## src/rtl/phy_irq_mode_pkg.sv

```systemverilog
package phy_irq_mode_pkg;
  localparam int unsigned ADDR_W    = 5;
  localparam int unsigned REG_W     = 16;
  localparam int unsigned N_EVT     = REG_W / 2;
  localparam logic [ADDR_W-1:0] ADDR_IRQ  = 5'h1B;
  localparam logic [ADDR_W-1:0] ADDR_MODE = 5'h1F;
  localparam int unsigned BIT_POL      = 9;
  localparam int unsigned BIT_AUTO_OFF = 13;
  localparam int unsigned BIT_FORCE_X  = 14;
endpackage

```

## src/rtl/irq_rst_sync.sv

```systemverilog
module irq_rst_sync #(
  parameter int unsigned STAGES = 2
) (
  input  logic clk,
  input  logic rst_n,
  output logic rst_ns
);
  logic [STAGES-1:0] chain_q;

  always_ff @(posedge clk or negedge rst_n) begin
    if (!rst_n) chain_q <= '0;
    else        chain_q <= {chain_q[STAGES-2:0], 1'b1};
  end

  assign rst_ns = chain_q[STAGES-1];
endmodule

```

## src/rtl/irq_flag_unit.sv

```systemverilog
module irq_flag_unit
  import phy_irq_mode_pkg::*;
#(
  parameter int unsigned NE = N_EVT
) (
  input  logic          clk,
  input  logic          rst_n,
  input  logic [NE-1:0] evt_i,
  input  logic          wr_en_i,
  input  logic [NE-1:0] wr_en_data_i,
  input  logic          rd_clr_i,
  output logic [NE-1:0] en_o,
  output logic [NE-1:0] flag_o
);
  logic [NE-1:0] en_q, en_d;
  logic [NE-1:0] flag_q, flag_d;

  always_comb begin
    en_d = en_q;
    if (wr_en_i) en_d = wr_en_data_i;
  end

  always_comb begin
    if (rd_clr_i) flag_d = evt_i;
    else          flag_d = flag_q | evt_i;
  end

  always_ff @(posedge clk or negedge rst_n) begin
    if (!rst_n) begin
      en_q   <= '0;
      flag_q <= '0;
    end else begin
      en_q   <= en_d;
      flag_q <= flag_d;
    end
  end

  assign en_o   = en_q;
  assign flag_o = flag_q;

  AST_EVT_LATCH: assert property (@(posedge clk) disable iff (!rst_n)
    (!rd_clr_i) |=> ((flag_q & $past(evt_i)) == $past(evt_i)));
  AST_READ_CLEAR: assert property (@(posedge clk) disable iff (!rst_n)
    rd_clr_i |=> ((flag_q & ~$past(evt_i)) == '0));
  AST_COLLIDE_KEEP: assert property (@(posedge clk) disable iff (!rst_n)
    (rd_clr_i && (evt_i != '0)) |=> ((flag_q & $past(evt_i)) == $past(evt_i)));
  AST_FLAG_NO_WRITE: assert property (@(posedge clk) disable iff (!rst_n)
    (wr_en_i && !rd_clr_i && (evt_i == '0)) |=> $stable(flag_q));
endmodule

```

## src/rtl/irq_mode_unit.sv

```systemverilog
module irq_mode_unit
  import phy_irq_mode_pkg::*;
#(
  parameter int unsigned W = REG_W
) (
  input  logic         clk,
  input  logic         rst_n,
  input  logic         wr_en_i,
  input  logic [W-1:0] wdata_i,
  input  logic         sense_i,
  output logic [W-1:0] mode_o,
  output logic         pol_high_o,
  output logic         xover_o
);
  logic [W-1:0] mode_q, mode_d;

  always_comb begin
    mode_d = mode_q;
    if (wr_en_i) mode_d = wdata_i;
  end

  always_ff @(posedge clk or negedge rst_n) begin
    if (!rst_n) mode_q <= '0;
    else        mode_q <= mode_d;
  end

  assign mode_o     = mode_q;
  assign pol_high_o = mode_q[BIT_POL];
  assign xover_o    = mode_q[BIT_AUTO_OFF] ? mode_q[BIT_FORCE_X] : sense_i;

  AST_FORCED_STEADY: assert property (@(posedge clk) disable iff (!rst_n)
    (mode_q[BIT_AUTO_OFF] && $stable(mode_q)) |-> $stable(xover_o));
  AST_MODE_HOLD: assert property (@(posedge clk) disable iff (!rst_n)
    (!wr_en_i) |=> $stable(mode_q));
endmodule

```

## src/rtl/phy_irq_mode_regs.sv

```systemverilog
module phy_irq_mode_regs
  import phy_irq_mode_pkg::*;
(
  input  logic              clk,
  input  logic              rst_n,
  input  logic [ADDR_W-1:0] reg_addr,
  input  logic              reg_wr,
  input  logic              reg_rd,
  input  logic [REG_W-1:0]  reg_wdata,
  output logic [REG_W-1:0]  reg_rdata,
  input  logic [N_EVT-1:0]  evt_i,
  input  logic              sense_cross_i,
  output logic              irq_o,
  output logic              xover_o
);
  logic              rst_ns;
  logic              sel_irq, sel_mode;
  logic [N_EVT-1:0]  en_w, flag_w;
  logic [REG_W-1:0]  mode_w;
  logic              pol_high;
  logic              irq_active;

  irq_rst_sync #(.STAGES(2)) u_rst (
    .clk    (clk),
    .rst_n  (rst_n),
    .rst_ns (rst_ns)
  );

  assign sel_irq  = (reg_addr == ADDR_IRQ);
  assign sel_mode = (reg_addr == ADDR_MODE);

  irq_flag_unit #(.NE(N_EVT)) u_flags (
    .clk          (clk),
    .rst_n        (rst_ns),
    .evt_i        (evt_i),
    .wr_en_i      (reg_wr && sel_irq),
    .wr_en_data_i (reg_wdata[REG_W-1:N_EVT]),
    .rd_clr_i     (reg_rd && sel_irq),
    .en_o         (en_w),
    .flag_o       (flag_w)
  );

  irq_mode_unit #(.W(REG_W)) u_mode (
    .clk        (clk),
    .rst_n      (rst_ns),
    .wr_en_i    (reg_wr && sel_mode),
    .wdata_i    (reg_wdata),
    .sense_i    (sense_cross_i),
    .mode_o     (mode_w),
    .pol_high_o (pol_high),
    .xover_o    (xover_o)
  );

  always_comb begin
    reg_rdata = '0;
    if (sel_irq)       reg_rdata = {en_w, flag_w};
    else if (sel_mode) reg_rdata = mode_w;
  end

  assign irq_active = |(en_w & flag_w);
  assign irq_o      = pol_high ? irq_active : ~irq_active;

  AST_IRQ_IDLE: assert property (@(posedge clk) disable iff (!rst_ns)
    ((en_w & flag_w) == '0) |-> (irq_o == !mode_w[BIT_POL]));
  AST_IRQ_POLARITY: assert property (@(posedge clk) disable iff (!rst_ns)
    ((en_w & flag_w) != '0) |-> (irq_o == mode_w[BIT_POL]));
  AST_AUTO_FOLLOW: assert property (@(posedge clk) disable iff (!rst_ns)
    (!mode_w[BIT_AUTO_OFF]) |-> (xover_o == sense_cross_i));
endmodule

```

## config.mk

```make
export PLATFORM = sky130hd
export DESIGN_NAME = phy_irq_mode_regs
export DESIGN_NICKNAME = d
export VERILOG_FILES = /design/src/rtl/phy_irq_mode_pkg.sv /design/src/rtl/irq_rst_sync.sv /design/src/rtl/irq_flag_unit.sv /design/src/rtl/irq_mode_unit.sv /design/src/rtl/phy_irq_mode_regs.sv
export SDC_FILE = /design/constraint.sdc
export NUM_CORES = 1
export LEC_CHECK = 0
export ABC_CLOCK_PERIOD_IN_PS = 3000
export CAP_MARGIN = 20
export CORE_ASPECT_RATIO = 0.5
export CORE_MARGIN = 2
export CORE_UTILIZATION = 47
export DETAILED_ROUTE_END_ITERATION = 8
export PLACE_DENSITY = 0.85
export SYNTH_ARGS = -nofsm -noshare
export SYNTH_HDL_FRONTEND = slang
export SYNTH_SLANG_ARGS = --single-unit
```

## constraint.sdc

```tcl
create_clock -name clk -period 3 [get_ports clk]
set_input_delay 0.3 -clock clk [delete_from_list [all_inputs] [get_ports clk]]
set_output_delay 0.3 -clock clk [all_outputs]
set_load 0.005 [all_outputs]
```

==> impl_metrics.env <==
export IMPL_clk_pin_slew_ns=0.07
export IMPL_synth_cell_types=19
export IMPL_tightestPinTransition_ns=0.510
export IMPL_drv_slew=0
export IMPL_rsz0062_at_grt="false"
export IMPL_run_status="completed"
export IMPL_regArea_sq_um=851
export IMPL_worst_setup_path_type="in2out"
export IMPL_root_buffer="clkbuf_8"
export IMPL_tns_ns=0
export IMPL_antenna_found_initial=0
export IMPL_numCtsBuffers=5
export IMPL_multi_input_area_sq_um=583
export IMPL_gr_usage_met1_pct=26.3
export IMPL_place_congestion=0.880
export IMPL_reg2reg_slack_ns=2.19
export IMPL_drc_errors=0
export IMPL_diodes=0
export IMPL_max_freq_mhz=440
export IMPL_final_cell_area_sq_um=2130
export IMPL_worst_ep_arrival_time_ns=1.98
export IMPL_start_util_pct=49.0
export IMPL_post_cts_buffers=0
export IMPL_grt_overflow_total=0
export IMPL_p_per_area_nw_per_um2=546
export IMPL_p_leak_uw=0.000872
export IMPL_num_io_pins=52
export IMPL_yosys_warnings=0
export IMPL_peakVddDrop_mv=0.327
export IMPL_drv_cap=0
export IMPL_slew_headroom_pct=65.9
export IMPL_mostFrequentLayoutCells="51 x clkdlybuf4s50_1, 34 x dfrtp_1, 25 x mux2_2, 16 x a22o_1, 8 x a21o_1"
export IMPL_dp_cells=194
export IMPL_io_buffers=51
export IMPL_ys_seq_area_share_pct=58.0
export IMPL_synth_cells=104
export IMPL_ys_seq_elements=34
export IMPL_drt_initial_drc_count=55
export IMPL_wirelength_mm=3.29
export IMPL_finalClockSkew_ns=0.00524
export IMPL_die_area_sq_um=3610
export IMPL_crit_required_ns=2.70
export IMPL_grt_use_met2_pct=31.3
export IMPL_cts_path_max_buffers=2
export IMPL_startpoint_type="input pin"
export IMPL_syn_num_nets=138
export IMPL_met3_usage_pct=6.29
export IMPL_drive_above_1_share_pct=22.2
export IMPL_finalCritPeriodShare_pct=75.8
export IMPL_min_period_ns=2.28
export IMPL_via_count=1094
export IMPL_cts_resized=0
export IMPL_layout_nets=195
export IMPL_final_common_cell="clkdlybuf4s50_1"
export IMPL_dr_pass1_iters=4
export IMPL_grt_pass1_vias=1087
export IMPL_end_kind="primary output"
export IMPL_rows=14
export IMPL_final_fill_count=211
export IMPL_hold_path_class="in2async"
export IMPL_grt_pass1_wl_mm=5.41
export IMPL_worstSkewPairLatency_ns=0.29
export IMPL_antenna_left=0
export IMPL_syn_cell_area_sq_um=1470
export IMPL_p_total_uw=1160
export IMPL_grt_max_degree=33
export IMPL_via_per_inst=5.42
export IMPL_place_area_sq_um=2020
export IMPL_die_w_microns=83.0
export IMPL_cts_tree="done"
export IMPL_layoutNonFillerInstCount=202
export IMPL_ctsHoldBuffers=0
export IMPL_finalSetupViolCount=0
export IMPL_dpl_hpwl_mm=2.34
export IMPL_busiest_layer="met2"
export IMPL_cts_sinks=34
export IMPL_hold_viol=0
export IMPL_syn2layout_area_growth_pct=45.1
export IMPL_die_h_microns=43.5
export IMPL_track_usage_pct=20.2
export IMPL_fp_coreArea_sq_um=3000
export IMPL_post_drt_wl_per_cell_microns=16.3
export IMPL_htree_levels=2
export IMPL_synth_avg_cell_area_sq_um=14.1
export IMPL_worstPathMaxFanout=16
[state kept, by name (all words and copies together) (netlist names)]
name and flops:
u_mode.mode_o 16, u_flags.en_o 8, u_rst.chain_q 2, u_flags.flag_o 8
[final cells by class]
class	instances	area share, %
timing repair buffer	54	25.1
sequential	34	40.0
clock inverter	1	1.41
multi-input combinational	65	27.4
tap	40	2.35
inverter	1	0.176
clock buffer	7	3.59
[logic make-up after synthesis]
| family | synth area share [%] |
|---|---|
| flip-flops | 58.0 |
| buffers and inverters | 2.22 |
| other | 0.256 |
| XOR/XNOR | 0.597 |
| AO/OA/AOI/OAI | 15.7 |
| multiplexers | 19.2 |
| AND/OR/NAND/NOR | 4.01 |
[routing by layer]
layer	wire length (microns)	up-vias
met5	0	-
met4	68	0
met3	213	9
met2	1550	35
met1	1470	542
li1	-	508
[stage by stage]
stage	util (%)	hold slack, ns	worst slack, ns
3_3_place_gp	67.5	0.266	0.822
3_5_place_dp	67.5	0.270	0.741
2_1_floorplan	-	0.00441	1.61
4_1_cts	71.0	0.161	0.729
5_1_grt	71.0	0.167	0.607
6_report	71.0	0.166	0.725
[cell usage after synthesis, drive strengths merged]
master / n / area [sq um]
a21o: 8 / 60.1
a22o: 16 / 140
a22oi: 4 / 30.0
buf: 4 / 28.8
conb: 1 / 3.75
dfrtp: 34 / 851
inv: 1 / 3.75
mux2: 25 / 282
nand2: 1 / 3.75
nand2b: 1 / 6.26
nand3: 1 / 5.00
nand4: 2 / 12.5
nor2: 4 / 25.0
or3: 1 / 6.26
xnor2: 1 / 8.76
[path summary, 6_finish.rpt]
check / end / cells past startpoint / startpoint
worst min register to register: u_mode.mode_o[8]$_DFFE_PN0P_ / 1 / u_rst.chain_q[1]$_DFF_PN0_
min in group clk: u_rst.chain_q[1]$_DFF_PN0_ / 0 / u_rst.chain_q[0]$_DFF_PN0_
worst min-delay path: u_rst.chain_q[0]$_DFF_PN0_ / 1 / rst_n
worst max-delay path: reg_rdata[4] / 6 / reg_addr[3]
worst max register to register: u_mode.mode_o[2]$_DFFE_PN0P_ / 1 / u_mode.mode_o[2]$_DFFE_PN0P_
max in group asynchronous: u_mode.mode_o[3]$_DFFE_PN0P_ / 1 / u_rst.chain_q[1]$_DFF_PN0_
[critical path, cell delays in order]
cell and delay [ns]:
clkdlybuf4s50_1 0.51, nand3_1 0.13, nor2_1 0.12, buf_4 0.23
a22o_1 0.18, clkdlybuf4s50_1 0.50
[report_power, final]
group | internal [uW] | leakage [uW] | switching, uW
sequential | 525 | 0.000401 | 48.1
clock | 248 | 0.0000524 | 161
combinational | 124 | 0.000419 | 53.9
total | 897 | 0.000872 | 263
Power figures use the tool's default switching activity.
